### config.mk
export PLATFORM = sky130hd
export DESIGN_NAME = sd_xfer_seq
export DESIGN_NICKNAME = d
export VERILOG_FILES = /design/src/rtl/sd_xfer_pkg.sv /design/src/rtl/sd_mode_decode.sv /design/src/rtl/sd_blk_counter.sv /design/src/rtl/sd_data_route.sv /design/src/rtl/sd_seq_fsm.sv /design/src/rtl/sd_xfer_seq.sv
export SDC_FILE = /design/constraint.sdc
export NUM_CORES = 1
export LEC_CHECK = 0
export BUFFER_PORTS_ARGS = -buffer_cell sky130_fd_sc_hd__buf_2
export CORE_MARGIN = 4
export CORE_UTILIZATION = 45
export CTS_CLUSTER_DIAMETER = 80
export DETAILED_ROUTE_END_ITERATION = 6
export HOLD_SLACK_MARGIN = 0.05
export PLACE_DENSITY = 0.74
export RECOVER_POWER = 25
export REMOVE_ABC_BUFFERS = 1
export SLEW_MARGIN = 15
export SYNTH_ARGS = -nofsm -noshare
export SYNTH_HDL_FRONTEND = slang
export SYNTH_SLANG_ARGS = --single-unit
export TNS_END_PERCENT = 20
### constraint.sdc
create_clock -name clk -period 5 [get_ports clk]
set_input_delay 0.25 -clock clk [delete_from_list [all_inputs] [get_ports clk]]
set_output_delay 0.25 -clock clk [all_outputs]
set_load 0.02 [all_outputs]
### src/rtl/sd_xfer_pkg.sv
package sd_xfer_pkg;

  localparam int MB_DMA    = 0;
  localparam int MB_CNT_EN = 1;
  localparam int MB_AUTO   = 2;
  localparam int MB_DIR    = 4;
  localparam int MB_MULTI  = 5;

  typedef enum logic [1:0] {
    ST_IDLE = 2'd0,
    ST_XFER = 2'd1,
    ST_STOP = 2'd2
  } seq_state_t;

  typedef struct packed {
    logic multi;
    logic dir;
    logic auto_stop;
    logic cnt_en;
    logic dma;
  } xfer_mode_t;

endpackage

### src/rtl/sd_mode_decode.sv
module sd_mode_decode
  import sd_xfer_pkg::*;
#(
  parameter int MODE_W = 16
) (
  input  logic [MODE_W-1:0] word,
  output xfer_mode_t        mode
);

  logic unused_rsvd;

  always_comb begin
    mode.dma       = word[MB_DMA];
    mode.cnt_en    = word[MB_CNT_EN];
    mode.auto_stop = word[MB_AUTO];
    mode.dir       = word[MB_DIR];
    mode.multi     = word[MB_MULTI];
  end

  assign unused_rsvd = ^{word[3], word[MODE_W-1:MB_MULTI+1]};

endmodule

### src/rtl/sd_blk_counter.sv
module sd_blk_counter #(
  parameter int CNT_W = 16
) (
  input  logic             clk,
  input  logic             rst_n,
  input  logic             load,
  input  logic             dec,
  input  logic             clr,
  input  logic [CNT_W-1:0] load_val,
  output logic [CNT_W-1:0] cnt,
  output logic             is_last
);

  localparam logic [CNT_W-1:0] ONE = CNT_W'(1);

  logic [CNT_W-1:0] cnt_d;
  logic             cnt_en;

  always_comb begin
    cnt_en = load | dec | clr;
    cnt_d  = cnt;
    if (clr)       cnt_d = '0;
    else if (load) cnt_d = load_val;
    else if (dec)  cnt_d = cnt - ONE;
  end

  always_ff @(posedge clk or negedge rst_n) begin
    if (!rst_n)      cnt <= '0;
    else if (cnt_en) cnt <= cnt_d;
  end

  assign is_last = (cnt == ONE);

endmodule

### src/rtl/sd_data_route.sv
module sd_data_route (
  input  logic clk,
  input  logic rst_n,
  input  logic active,
  input  logic dma_sel,
  input  logic data_rdy,
  output logic dma_req,
  output logic cpu_rdy
);

  logic dma_d, cpu_d;

  always_comb begin
    dma_d = active & data_rdy &  dma_sel;
    cpu_d = active & data_rdy & ~dma_sel;
  end

  always_ff @(posedge clk or negedge rst_n) begin
    if (!rst_n) begin
      dma_req <= 1'b0;
      cpu_rdy <= 1'b0;
    end else begin
      dma_req <= dma_d;
      cpu_rdy <= cpu_d;
    end
  end

endmodule

### src/rtl/sd_seq_fsm.sv
module sd_seq_fsm
  import sd_xfer_pkg::*;
(
  input  logic       clk,
  input  logic       rst_n,
  input  logic       start,
  input  xfer_mode_t mode_in,
  input  logic       count_zero,
  input  logic       ceata_in,
  input  logic       blk_done,
  input  logic       is_last,
  input  logic       ext_stop,
  input  logic       abort,
  input  logic       cmd12_ack,
  input  logic       ccs_seen,
  output logic       busy,
  output logic       active,
  output logic       load,
  output logic       dec,
  output logic       clr,
  output logic       cmd12_req,
  output logic       xfer_done,
  output logic       ccs_irq,
  output xfer_mode_t mode_q
);

  seq_state_t st_q, st_d;
  xfer_mode_t mode_d;
  logic       req_d, done_d, irq_d;
  logic       armed_q, armed_d;
  logic       ceata_q, ceata_d;
  logic       mode_en;
  logic       counted;

  assign counted = mode_q.multi ? mode_q.cnt_en : 1'b1;

  always_comb begin
    st_d    = st_q;
    req_d   = cmd12_req;
    done_d  = 1'b0;
    irq_d   = 1'b0;
    armed_d = armed_q;
    mode_d  = mode_q;
    ceata_d = ceata_q;
    mode_en = 1'b0;
    load    = 1'b0;
    dec     = 1'b0;
    clr     = 1'b0;
    if (abort) begin
      st_d    = ST_IDLE;
      req_d   = 1'b0;
      armed_d = 1'b0;
      clr     = 1'b1;
    end else begin
      if (armed_q && ccs_seen) begin
        irq_d   = 1'b1;
        armed_d = 1'b0;
      end
      case (st_q)
        ST_IDLE: begin
          if (start) begin
            mode_en = 1'b1;
            mode_d  = mode_in;
            ceata_d = ceata_in;
            armed_d = ceata_in & mode_in.auto_stop;
            load    = 1'b1;
            if (count_zero) done_d = 1'b1;
            else            st_d   = ST_XFER;
          end
        end
        ST_XFER: begin
          if (blk_done && counted) begin
            dec = 1'b1;
            if (is_last) begin
              if (mode_q.auto_stop && !ceata_q) begin
                req_d = 1'b1;
                st_d  = ST_STOP;
              end else begin
                done_d = 1'b1;
                st_d   = ST_IDLE;
              end
            end else if (ext_stop) begin
              done_d = 1'b1;
              st_d   = ST_IDLE;
            end
          end else if (ext_stop) begin
            done_d = 1'b1;
            st_d   = ST_IDLE;
          end
        end
        ST_STOP: begin
          if (cmd12_ack) begin
            req_d  = 1'b0;
            done_d = 1'b1;
            st_d   = ST_IDLE;
          end
        end
        default: st_d = ST_IDLE;
      endcase
    end
  end

  always_ff @(posedge clk or negedge rst_n) begin
    if (!rst_n) begin
      st_q      <= ST_IDLE;
      cmd12_req <= 1'b0;
      xfer_done <= 1'b0;
      ccs_irq   <= 1'b0;
      armed_q   <= 1'b0;
    end else begin
      st_q      <= st_d;
      cmd12_req <= req_d;
      xfer_done <= done_d;
      ccs_irq   <= irq_d;
      armed_q   <= armed_d;
    end
  end

  always_ff @(posedge clk or negedge rst_n) begin
    if (!rst_n) begin
      mode_q  <= '0;
      ceata_q <= 1'b0;
    end else if (mode_en) begin
      mode_q  <= mode_d;
      ceata_q <= ceata_d;
    end
  end

  assign busy   = (st_q != ST_IDLE);
  assign active = (st_q == ST_XFER);

endmodule

### src/rtl/sd_xfer_seq.sv
module sd_xfer_seq
  import sd_xfer_pkg::*;
#(
  parameter int MODE_W = 16,
  parameter int CNT_W  = 16
) (
  input  logic              clk,
  input  logic              rst_n,
  input  logic              start,
  input  logic [MODE_W-1:0] mode_word,
  input  logic [CNT_W-1:0]  blk_cnt,
  input  logic              ceata_mode,
  input  logic              blk_done,
  input  logic              data_rdy,
  input  logic              ext_stop,
  input  logic              abort,
  input  logic              cmd12_ack,
  input  logic              ccs_seen,
  output logic              busy,
  output logic              xfer_dir,
  output logic [CNT_W-1:0]  blks_left,
  output logic              cmd12_req,
  output logic              xfer_done,
  output logic              ccs_irq,
  output logic              dma_req,
  output logic              cpu_rdy
);

  xfer_mode_t       mode_in, mode_q;
  logic [CNT_W-1:0] load_val;
  logic             count_zero, is_last;
  logic             load, dec, clr, active;

  sd_mode_decode #(.MODE_W(MODE_W)) i_dec (
    .word (mode_word),
    .mode (mode_in)
  );

  always_comb begin
    if (!mode_in.multi)       load_val = CNT_W'(1);
    else if (!mode_in.cnt_en) load_val = '0;
    else                      load_val = blk_cnt;
    count_zero = mode_in.multi & mode_in.cnt_en & (blk_cnt == '0);
  end

  sd_blk_counter #(.CNT_W(CNT_W)) i_cnt (
    .clk      (clk),
    .rst_n    (rst_n),
    .load     (load),
    .dec      (dec),
    .clr      (clr),
    .load_val (load_val),
    .cnt      (blks_left),
    .is_last  (is_last)
  );

  sd_seq_fsm i_fsm (
    .clk        (clk),
    .rst_n      (rst_n),
    .start      (start),
    .mode_in    (mode_in),
    .count_zero (count_zero),
    .ceata_in   (ceata_mode),
    .blk_done   (blk_done),
    .is_last    (is_last),
    .ext_stop   (ext_stop),
    .abort      (abort),
    .cmd12_ack  (cmd12_ack),
    .ccs_seen   (ccs_seen),
    .busy       (busy),
    .active     (active),
    .load       (load),
    .dec        (dec),
    .clr        (clr),
    .cmd12_req  (cmd12_req),
    .xfer_done  (xfer_done),
    .ccs_irq    (ccs_irq),
    .mode_q     (mode_q)
  );

  sd_data_route i_route (
    .clk      (clk),
    .rst_n    (rst_n),
    .active   (active),
    .dma_sel  (mode_q.dma),
    .data_rdy (data_rdy),
    .dma_req  (dma_req),
    .cpu_rdy  (cpu_rdy)
  );

  assign xfer_dir = mode_q.dir;

endmodule

==> results.toml <==
[critical_path]
slowest_stage = "nor2_1"
crit_type = "reg2reg"
crit_fanout = 18
end_kind = "register"
slowest_delay_ps = 730
cp.required_ps = 5160
crit_arrival_ps = 2570
start_kind = "register"
worst-path-buf-inv = 0
path_delay_family = "simple AND/OR/NAND/NOR gates"
crit_chain = "or3b_1, nor2_1, mux2_2"

[synthesis]
ys.flop_type = "dfrtp_1"
syn_inst = 187
synth_top_area_cell = "dfrtp_1"
synth_seq_cells = 30
synth_edf_count = 0
synth_area_sq_um = 1710
synth_top_area_share_pct = 43.9
yosys_warnings = 0
syn_avg_cell_area_sq_um = 9.14
synth_async_sr_flop_share_pct = 100
synth.yosys.seq_area_share_pct = 43.9
synth.area.top_cells = "dfrtp_1 (44%), mux2_2 (4.6%), nand2_1 (4.4%), a21oi_1 (4.1%), nor4_1 (3.7%)"
ys_types = 46

[final_layout]
final_cell_area_sq_um = 2090
finalNetCount = 284
syn2layout_area_growth_pct = 22.5
post-route-util_pct = 57.2
layout.cells.non_filler = 289
drive_gt1_share_pct = 24.9
final_common_cell = "buf_2"
antennaDiodeCount = 0
layout_common_cells = "buf_2 (41), dfrtp_1 (30), nand2_1 (20)"

[sta]
setup-tns-final_ps = 0
hold_viol_final = 0
drv_slew = 31
tightest_slew_ps = 1620
rsz0062_at_grt = "no"
relSlewSlack_pct = -7.68
period_share_pct = 48.2
setup_viol = 0
fmax_mhz = 415
period_minus_slack_ps = 2410
finClkSkew_ps = 3.93

[placed_design]
place.gp.congestion = 0.886
placed_area_sq_um = 2010
numPlacedInstances = 280
hpwl_mm = 3.58
port-buffer-count = 53

[global_route]
antenna_found_initial = 0
grt_max_degree = 31
overflow = 0
grt_pass1_wl_mm = 7.71
grtUsageTotal_pct = 19.8
grt_pass1_vias = 1571

[power]
cellPowerDensity_nw_per_um2 = 318
p_total_uw = 665
p_leak_uw = 0.000935
peakVddDrop_mv = 0.168

[clock_tree]
path_clk_slew_ps = 70
root_buffer = "clkbuf_8"
tritoncts.num_buffers = 5
cts_tree = "yes"
hold_buffers = 1
htree_levels = 2
cts_resized = 0
post-cts-setup-buffer-count = 0
clock_latency_ps = 280
clkSinkCount = 30
clockBufferDepth = 2

[detailed_routing]
drc = 0
vias_per_cell = 5.91
drt_iter0_drc = 171
wl_per_cell_um = 16.7
num_vias = 1707
dr.pass1.iters = 4
postRouteAntennaNets = 0
wirelength_mm = 4.82

[run_status]
status = "finished, violations left"
violations = "max-capacitance violations, max-slew violations"

[floorplan]
die_w_um = 69.6
die_h_um = 69.6
die_area_sq_um = 4850
fp.coreArea_sq_um = 3660
initial_core_util_pct = 46.7
row_count = 22
pin_count = 65

[flow_run]
cap_violations = 1

[hold_path]
hold_path.class = "in2reg"
==> path summary, 6_finish.rpt <==
check / from / endpoint / slack (ps) / depth (start not counted)
worst max-delay path: i_fsm.st_q[0] / i_fsm.mode_q[4] / 2590 / 3
worst min-delay path: data_rdy / i_route.cpu_rdy / 190 / 3
min in group asynchronous: rst_n / i_cnt.cnt[15] / 930 / 2
max in group asynchronous: rst_n / i_route.cpu_rdy / 3140 / 2
worst min register to register: i_fsm.mode_q[0] / i_route.cpu_rdy / 450 / 1
worst max register to register: i_fsm.st_q[0] / i_fsm.mode_q[4] / 2590 / 3
==> logic make-up (layout without fill, tap and decap cells) <==
logic type / after synthesis / count (layout) / share of synthesized area [%]
AOI/OAI and AO/OA: 52 / 52 / 20.8
buffers and inverters: 15 / 69 / 3.37
muxes: 7 / 7 / 4.61
xor gates and xnor gates: 3 / 3 / 1.54
adders and majority gates: 2 / 2 / 1.46
and+or+nand+nor: 78 / 78 / 24.3
DFF: 30 / 30 / 43.9
==> synth_stat cells, types with 2 or more instances <==
library cell / count
and3_1: 3
a22oi_1: 2
mux2_2: 7
o211ai_1: 2
ha_1: 2
nand3_1: 8
a221oi_1: 3
o2bb2ai_1: 2
nand3b_1: 2
xor2_1: 2
a311oi_1: 2
and2_1: 3
nand2_1: 20
a211oi_1: 4
dfrtp_1: 30
a32oi_1: 2
or4_1: 2
a31oi_1: 4
o21ai_0: 5
nor2_1: 13
o22ai_1: 3
a21oi_1: 14
inv_1: 6
clkbuf_1: 8
nand4b_1: 2
a21o_1: 2
and4_1: 2
nor4_1: 10
nor3_1: 5
==> per-layer routing <==
metal  share of wire (%)  global-route usage (%)  vias up
met3                 7.9                    4.93        6
met4                 1.1                    5.11        0
met1                  45                    28.1      815
met5                   0                       0        -
met2                  46                    30.3       69
li1                    -                       -      817
==> stage by stage <==
step | hold WS, ps | setup WS, ps
CTS | 183 | 2590
global placement | 315 | 2650
detailed placement | 321 | 2610
finish | 185 | 2590
floorplan | -45.6 | 2790
global route | 202 | 2500
==> tightest hold or removal path, delay by kind of cell <==
kind,cells,cell delay [ps]
simple gates,2,80
buf+inv,1,100
==> cell type report <==
cell class              count  area, sq um
flip-flops and latches     30          751
fillers                   352         1570
inverters                   6         22.5
clock buffers               7         86.3
repair buffers             55          268
multi-input cells         142          901
well taps                  48         60.1
clock inverters             1         5.00
==> flip-flops by register name, summed over array words and instances, names as in the netlist <==
name	flops
i_cnt.cnt	16
i_fsm.st_q	2
i_fsm.cmd12_req	1
i_fsm.xfer_done	1
i_route.dma_req	1
i_fsm.mode_q	5
i_fsm.ceata_q	1
i_fsm.ccs_irq	1
i_fsm.armed_q	1
i_route.cpu_rdy	1
==> power by group <==
part	internal, uW	leakage, uW	switching (uW)	total [uW]
sequential	264	0.000399	18.4	282
clock	111	0.0000482	91.6	202
combinational	68.3	0.000488	112	180
Power figures use the tool's default switching activity.
